--- config.mk ---
export PLATFORM = sky130hd
export DESIGN_NAME = bus_region_decoder
export DESIGN_NICKNAME = d
export VERILOG_FILES = /design/src/rtl/bus_decode_pkg.sv /design/src/rtl/cpu_space_detect.sv /design/src/rtl/window_match.sv /design/src/rtl/lane_split.sv /design/src/rtl/bus_region_decoder.sv
export SDC_FILE = /design/constraint.sdc
export NUM_CORES = 1
export LEC_CHECK = 0
export BUFFER_PORTS_ARGS = -buffer_cell sky130_fd_sc_hd__buf_4
export CORE_AREA = 2 2 39 41
export DETAILED_ROUTE_END_ITERATION = 12
export DIE_AREA = 0 0 41 43
export PLACE_DENSITY = 0.41
export SLEW_MARGIN = 10
export SYNTH_ARGS = -nofsm -noshare
export SYNTH_HDL_FRONTEND = slang
export SYNTH_SLANG_ARGS = --single-unit
--- constraint.sdc ---
create_clock -name vclk -period 1.4
set_input_delay 0.28 -clock vclk [all_inputs]
set_output_delay 0.28 -clock vclk [all_outputs]
set_load 0.02 [all_outputs]
--- src/rtl/bus_decode_pkg.sv ---
package bus_decode_pkg;
  localparam int unsigned ADDR_HI_W = 8;
  localparam int unsigned FC_W      = 3;
  localparam int unsigned LANES     = 2;
  localparam logic [FC_W-1:0] FC_CPU_SPACE = 3'b111;
  localparam logic [ADDR_HI_W-1:0] ROM_BASE = 8'hFC;
  localparam logic [ADDR_HI_W-1:0] ROM_MASK = 8'hFC;
  localparam logic [ADDR_HI_W-1:0] RAM_BASE = 8'h00;
  localparam logic [ADDR_HI_W-1:0] RAM_MASK = 8'hF0;
  localparam logic [ADDR_HI_W-1:0] IO_BASE  = 8'hF8;
  localparam logic [ADDR_HI_W-1:0] IO_MASK  = 8'hFC;
  localparam logic [ADDR_HI_W-1:0] ACK_BITS = 8'h0C;
endpackage

--- src/rtl/cpu_space_detect.sv ---
module cpu_space_detect
  import bus_decode_pkg::*;
#(
  parameter logic [ADDR_HI_W-1:0] QUAL_BITS = ACK_BITS
) (
  input  logic [FC_W-1:0]      fc,
  input  logic [ADDR_HI_W-1:0] addr_hi,
  input  logic                 strobe,
  output logic                 ack
);
  logic cpu_space;
  logic qual_ok;

  assign cpu_space = (fc == FC_CPU_SPACE);
  assign qual_ok   = ((addr_hi & QUAL_BITS) == QUAL_BITS);
  assign ack       = strobe & cpu_space & qual_ok;

  always_comb begin
    if (ack) begin
      AST_ACK_NEEDS_CPU_SPACE: assert (fc == 3'b111 && addr_hi[3] && addr_hi[2]);
    end
  end
endmodule

--- src/rtl/window_match.sv ---
module window_match
  import bus_decode_pkg::*;
#(
  parameter logic [ADDR_HI_W-1:0] BASE = 8'h00,
  parameter logic [ADDR_HI_W-1:0] MASK = 8'hFF
) (
  input  logic [ADDR_HI_W-1:0] addr_hi,
  output logic                 hit
);
  logic [ADDR_HI_W-1:0] bit_ok;

  for (genvar i = 0; i < ADDR_HI_W; i++) begin : g_bit
    if (MASK[i]) begin : g_care
      assign bit_ok[i] = (addr_hi[i] == BASE[i]);
    end else begin : g_dont
      assign bit_ok[i] = 1'b1;
    end
  end

  assign hit = &bit_ok;
endmodule

--- src/rtl/lane_split.sv ---
module lane_split
  import bus_decode_pkg::*;
#(
  parameter int unsigned N = LANES
) (
  input  logic         hit,
  input  logic         en,
  input  logic [N-1:0] strobe_n,
  output logic [N-1:0] sel_n
);
  for (genvar l = 0; l < N; l++) begin : g_lane
    assign sel_n[l] = ~(hit & en & ~strobe_n[l]);
  end
endmodule

--- src/rtl/bus_region_decoder.sv ---
module bus_region_decoder
  import bus_decode_pkg::*;
(
  input  logic [2:0] fc,
  input  logic [7:0] addr_hi,
  input  logic       as_n,
  input  logic       uds_n,
  input  logic       lds_n,
  output logic       rom_even_n,
  output logic       rom_odd_n,
  output logic       ram_even_n,
  output logic       ram_odd_n,
  output logic       io_sel_n,
  output logic       exp_sel_n,
  output logic       per_ds_n,
  output logic       iack_n
);
  logic strobe, ack, mem_en;
  logic rom_hit, ram_hit, io_hit, any_hit;
  logic [LANES-1:0] rom_sel_n, ram_sel_n;

  assign strobe = ~as_n;

  cpu_space_detect u_ack (
    .fc(fc), .addr_hi(addr_hi), .strobe(strobe), .ack(ack)
  );

  window_match #(.BASE(ROM_BASE), .MASK(ROM_MASK)) u_rom_win (
    .addr_hi(addr_hi), .hit(rom_hit)
  );
  window_match #(.BASE(RAM_BASE), .MASK(RAM_MASK)) u_ram_win (
    .addr_hi(addr_hi), .hit(ram_hit)
  );
  window_match #(.BASE(IO_BASE), .MASK(IO_MASK)) u_io_win (
    .addr_hi(addr_hi), .hit(io_hit)
  );

  assign mem_en  = strobe & ~ack;
  assign any_hit = rom_hit | ram_hit | io_hit;

  lane_split #(.N(LANES)) u_rom_lanes (
    .hit(rom_hit), .en(mem_en), .strobe_n({uds_n, lds_n}), .sel_n(rom_sel_n)
  );
  lane_split #(.N(LANES)) u_ram_lanes (
    .hit(ram_hit), .en(mem_en), .strobe_n({uds_n, lds_n}), .sel_n(ram_sel_n)
  );

  assign rom_even_n = rom_sel_n[1];
  assign rom_odd_n  = rom_sel_n[0];
  assign ram_even_n = ram_sel_n[1];
  assign ram_odd_n  = ram_sel_n[0];
  assign io_sel_n   = ~(mem_en & io_hit);
  assign exp_sel_n  = ~(mem_en & ~any_hit);
  assign per_ds_n   = ~(strobe & (~lds_n | ack));
  assign iack_n     = ~ack;

  always_comb begin
    if (as_n) begin
      AST_IDLE_QUIET: assert (&{rom_even_n, rom_odd_n, ram_even_n, ram_odd_n,
                                io_sel_n, exp_sel_n, per_ds_n, iack_n});
    end
    AST_ONE_REGION: assert ($countones({~(rom_even_n & rom_odd_n), ~(ram_even_n & ram_odd_n),
                                        ~io_sel_n, ~exp_sel_n}) <= 1);
    if (!iack_n) begin
      AST_ACK_EXCLUDES_MEM: assert (&{rom_even_n, rom_odd_n, ram_even_n, ram_odd_n,
                                      io_sel_n, exp_sel_n});
      AST_ACK_DRIVES_PERDS: assert (!per_ds_n);
    end
    if (!io_sel_n) begin
      AST_IO_WINDOW: assert (addr_hi[7:2] == 6'b111110);
    end
    if (lds_n && iack_n) begin
      AST_PERDS_RELEASED: assert (per_ds_n);
    end
  end
endmodule

* Word-level counts from Yosys, hierarchy flattened
Index checks and enable logic that the tools add are counted.
Operators by class: reductions and logical operators 3, bitwise operators 32, eq/ne operators 2
Operators with widths (number):
- NOT 1 bit | 17
- bitwise AND 1 bit | 12
- AND reduction 6 bit | 2
- AND reduction 4 bit | 1
- == test 3 bit, second input constant | 1
- OR 1 bit | 3
- == test 2 bit, second input constant | 1
Storage, ports and cells: output and inout port bits 8, flip-flop bits (word level) 0

* Longest topological paths before layout
depth after elaboration 8, mapped depth 3, depth with buffers taken out 3

* Hierarchy
A second synthesis with hierarchy kept.
Second synthesis, totals: cell total of the unflattened synthesis 21, area, all modules 120.1 sq um
Modules (own cells, without submodules):
- bus_region_decoder | cells each 7, seq. area each 0.0 sq um, instances 1, area each 33.8 sq um
- lane_split | cells each 2, seq. area each 0.0 sq um, instances 2, area each 15.0 sq um
- window_match at u_io_win | cells each 3, seq. area each 0.0 sq um, instances 1, area each 16.3 sq um
- cpu_space_detect | cells each 3, seq. area each 0.0 sq um, instances 1, area each 13.8 sq um
- window_match at u_rom_win | cells each 3, seq. area each 0.0 sq um, instances 1, area each 13.8 sq um
- window_match at u_ram_win | cells each 1, seq. area each 0.0 sq um, instances 1, area each 12.5 sq um

* Least setup slack after synthesis
Ideal clock, no wire load.
kind input port to output port, from in addr_hi[4], to out ram_even_n, buffers on the path 0, cell stages on the path 3, required time 1120 ps, arrival time 1097 ps, setup slack 23 ps, path through or4_4 -> nor3_1 -> nand2_1
Between the ends: longest elaborated chain between the ends 5
RTL lines:
- start: declaration | RTL line bus_region_decoder.sv:5 | input logic [7:0] addr_hi,
- NOT 1 bit | RTL line window_match.sv:14 | assign bit_ok[i] = (addr_hi[i] == BASE[i]);
- AND reduction 4 bit | RTL line window_match.sv:20 | assign hit = &bit_ok;
- bitwise AND 1 bit (2 in a row) | RTL line lane_split.sv:12 | assign sel_n[l] = ~(hit & en & ~strobe_n[l]);
- NOT 1 bit | RTL line lane_split.sv:12
- end: declaration | RTL line bus_region_decoder.sv:11 | output logic ram_even_n,
Every way passes these cells.

* Worst setup path in the final report
from in addr_hi[4], to out ram_odd_n
Between the ends: longest elaborated chain between the ends 5
RTL lines:
- NOT 1 bit | RTL line window_match.sv:14
- AND reduction 4 bit | RTL line window_match.sv:20
- bitwise AND 1 bit (2 in a row) | RTL line lane_split.sv:12
- NOT 1 bit | RTL line lane_split.sv:12
- end: declaration | RTL line bus_region_decoder.sv:12 | output logic ram_odd_n,
Every way passes these cells.

==> results by group <==
Setup path
  – Worst EP required: 1120 ps
  – Top delay family on crit path: simple AND/OR/NAND/NOR gates
  – Critical path, cell by cell: buf_6 -> or4_4 -> nor3_2 -> nand2_1 -> buf_6
  – Kind of critical path: input port to output port
  – Worst EP arrival: 1250 ps
  – CP Launch Type: input port
  – CP Capture Type: output port
  – CP peak stage delay: 550 ps
  – Worst Path Buf+Inv: 2
  – Most frequent CP cell: buf_6
  – Crit path max fanout: 3
  – CP max stage cell: or4_4

Drt
  – DR vias/cell: 4.09
  – TritonRoute pass-1 iters: 2
  – 1st-iter DRT viols: 1
  – Average wire per standard cell: 8.98 um
  – Number of remaining DRC errors: 0
  – DRT Wirelength: 503 um
  – Post-DRT Antenna Nets: 0
  – Via Count: 229

Floorplan
  – Die span in x: 41 um
  – Starting density of the core: 8.05%
  – # IOs: 22
  – Row count: 14
  – Die Height: 43 um
  – Total core area: 0.00138 mm2
  – Die area: 0.00176 mm2

Placed design
  – Post-DP HPWL: 450 um
  – Cell count after placement: 56
  – Worst slack at placement: -181 ps
  – Port Buffer Count: 20
  – Final weighted congestion of routability-driven global placement: 0.576

Layout
  – Fillers: 158
  – CLK BUF: 0
  – Antenna cells: 0
  – Layout net count: 56
  – Layout cells sized above 1: 72.5%
  – FF+latch count: 0
  – Area delta synth->final: 212%
  – Finished Layout Cells: 56
  – Register area: 0 um2
  – Final core utilization: 25.1%

Timing
  – Fmax: 653 MHz
  – Hold Slack: 872 ps
  – Final worst setup slack: -132 ps
  – Slew Limit Fails: 0
  – Final setup fails: 3
  – Max_slew headroom: 91.9%
  – Final period utilization: 109%
  – RSZ-0062 raised after global routing: true
  – Final-report hold violation count: 0
  – Fin crit period: 1530 ps
  – Slew @ Worst Pin: 121 ps

Logic synthesis
  – Mean Syn Cell Area: 6.55 um2
  – Simple-gate area share of the yosys netlist: 89.9%
  – Area share of fa/ha/maj cells after synthesis: 0%
  – Syn Inst Count: 17
  – Synthesized Nets: 31
  – Xor/xnor share of the synthesized area: 0%
  – Register area share after synthesis: 0%
  – Ys Warns: 0
  – Largest family of logic cells by synthesized area: simple AND/OR/NAND/NOR gates
  – Mux cell area share after synthesis: 0%
  – Synth unique cells: 12
  – Area fraction in compound gates after synthesis: 6.74%
  – Mapped Area: 111 um2

Min path
  – Hold/Removal Path Class: input port to output port

Power
  – Power Dens Cells: 199 mW/mm2
  – P_leak: 0.156 nW
  – VDD IR-drop max: 0.0749 mV

Clocking
  – Post-CTS Hold Buffers: 0
  – Post-CTS Repair Setup Buffers: 0

Outcome
  – Failing checks: negative setup slack
  – Status: complete, but fails checks

Global routing
  – Vias in the first global route: 199
  – Initial antenna violation count: 0
  – Grt ovf: 0
  – First-pass GRT wire length: 765 um
  – GRT Overall Usage: 5.69%
  – Largest net degree at the start of global routing: 7

Flow run
  – Max-cap violation count: 0
==> cell families after synthesis <==
| group | count (synthesis) |
|---|---|
| buffers and inverters | 1 |
| AO/OA/AOI/OAI | 1 |
| AND/OR/NAND/NOR | 15 |
==> cell usage after synthesis <==
cell type  n  area, um2
nand2_1    3       11.3
nand4b_1   3       26.3
nor3_1     2       10.0
a21o_1     1       7.51
and3_2     1       7.51
and4b_1    1       10.0
inv_1      1       3.75
nand3_1    1       5.00
nand4_1    1       6.26
or2_2      1       6.26
or3_1      1       6.26
or4_4      1       11.3
==> stage by stage <==
step,power (mW),setup TNS (ps),cell area (um2)
2_1_floorplan,0.0173,0,111
3_3_place_gp,0.0623,-434,304
3_5_place_dp,0.0623,-430,304
4_1_cts,0.0665,-293,332
5_1_grt,0.0741,-428,348
6_report,0.0691,-322,348
==> layout by cell type (no fill, tap or decap) <==
cell type,n
buf_6,7
buf_4,16
nand2_1,3
nand4b_1,3
or2_4,1
nand4_1,1
nor3_2,2
or4_4,1
and4b_1,1
a21o_1,1
nand3_1,1
and3_2,1
inv_1,1
or3_4,1
==> cell type report <==
| class | instances | area, um2 | area share, % |
|---|---|---|---|
| multi-input combinational | 16 | 125 | 36.0 |
| inverter | 1 | 3.75 | 1.08 |
| timing repair buffer | 23 | 199 | 57.2 |
| tap | 16 | 20.0 | 5.76 |
==> routing by layer <==
metal | global-route usage, % | vias to the layer above | routed length [um]
li1 | - | 114 | -
met1 | 7.59 | 101 | 210
met2 | 9.38 | 14 | 211
met3 | 1.57 | 0 | 82
met4 | 0 | 0 | 0
met5 | 0 | - | 0
==> power breakdown <==
group	internal [mW]	total [mW]	switching, mW	leakage (nW)
clock network	0	0	0	0
registers	0	0	0	0
logic	0.0433	0.0691	0.0258	0.156
==> what timing repair did <==
item | CTS | global route
gates resized for setup | 7 | 4
endpoints found under the setup margin | 4 | 4
pin swaps | 1 | 2
endpoints found under the hold margin | 0 | 0
==> path summary, 6_finish.rpt <==
check	startpoint	to	slack, ps	cells after the start
max	addr_hi[4]	ram_odd_n	-130	5
min	uds_n	ram_even_n	870	4
Power figures use the tool's default switching activity.
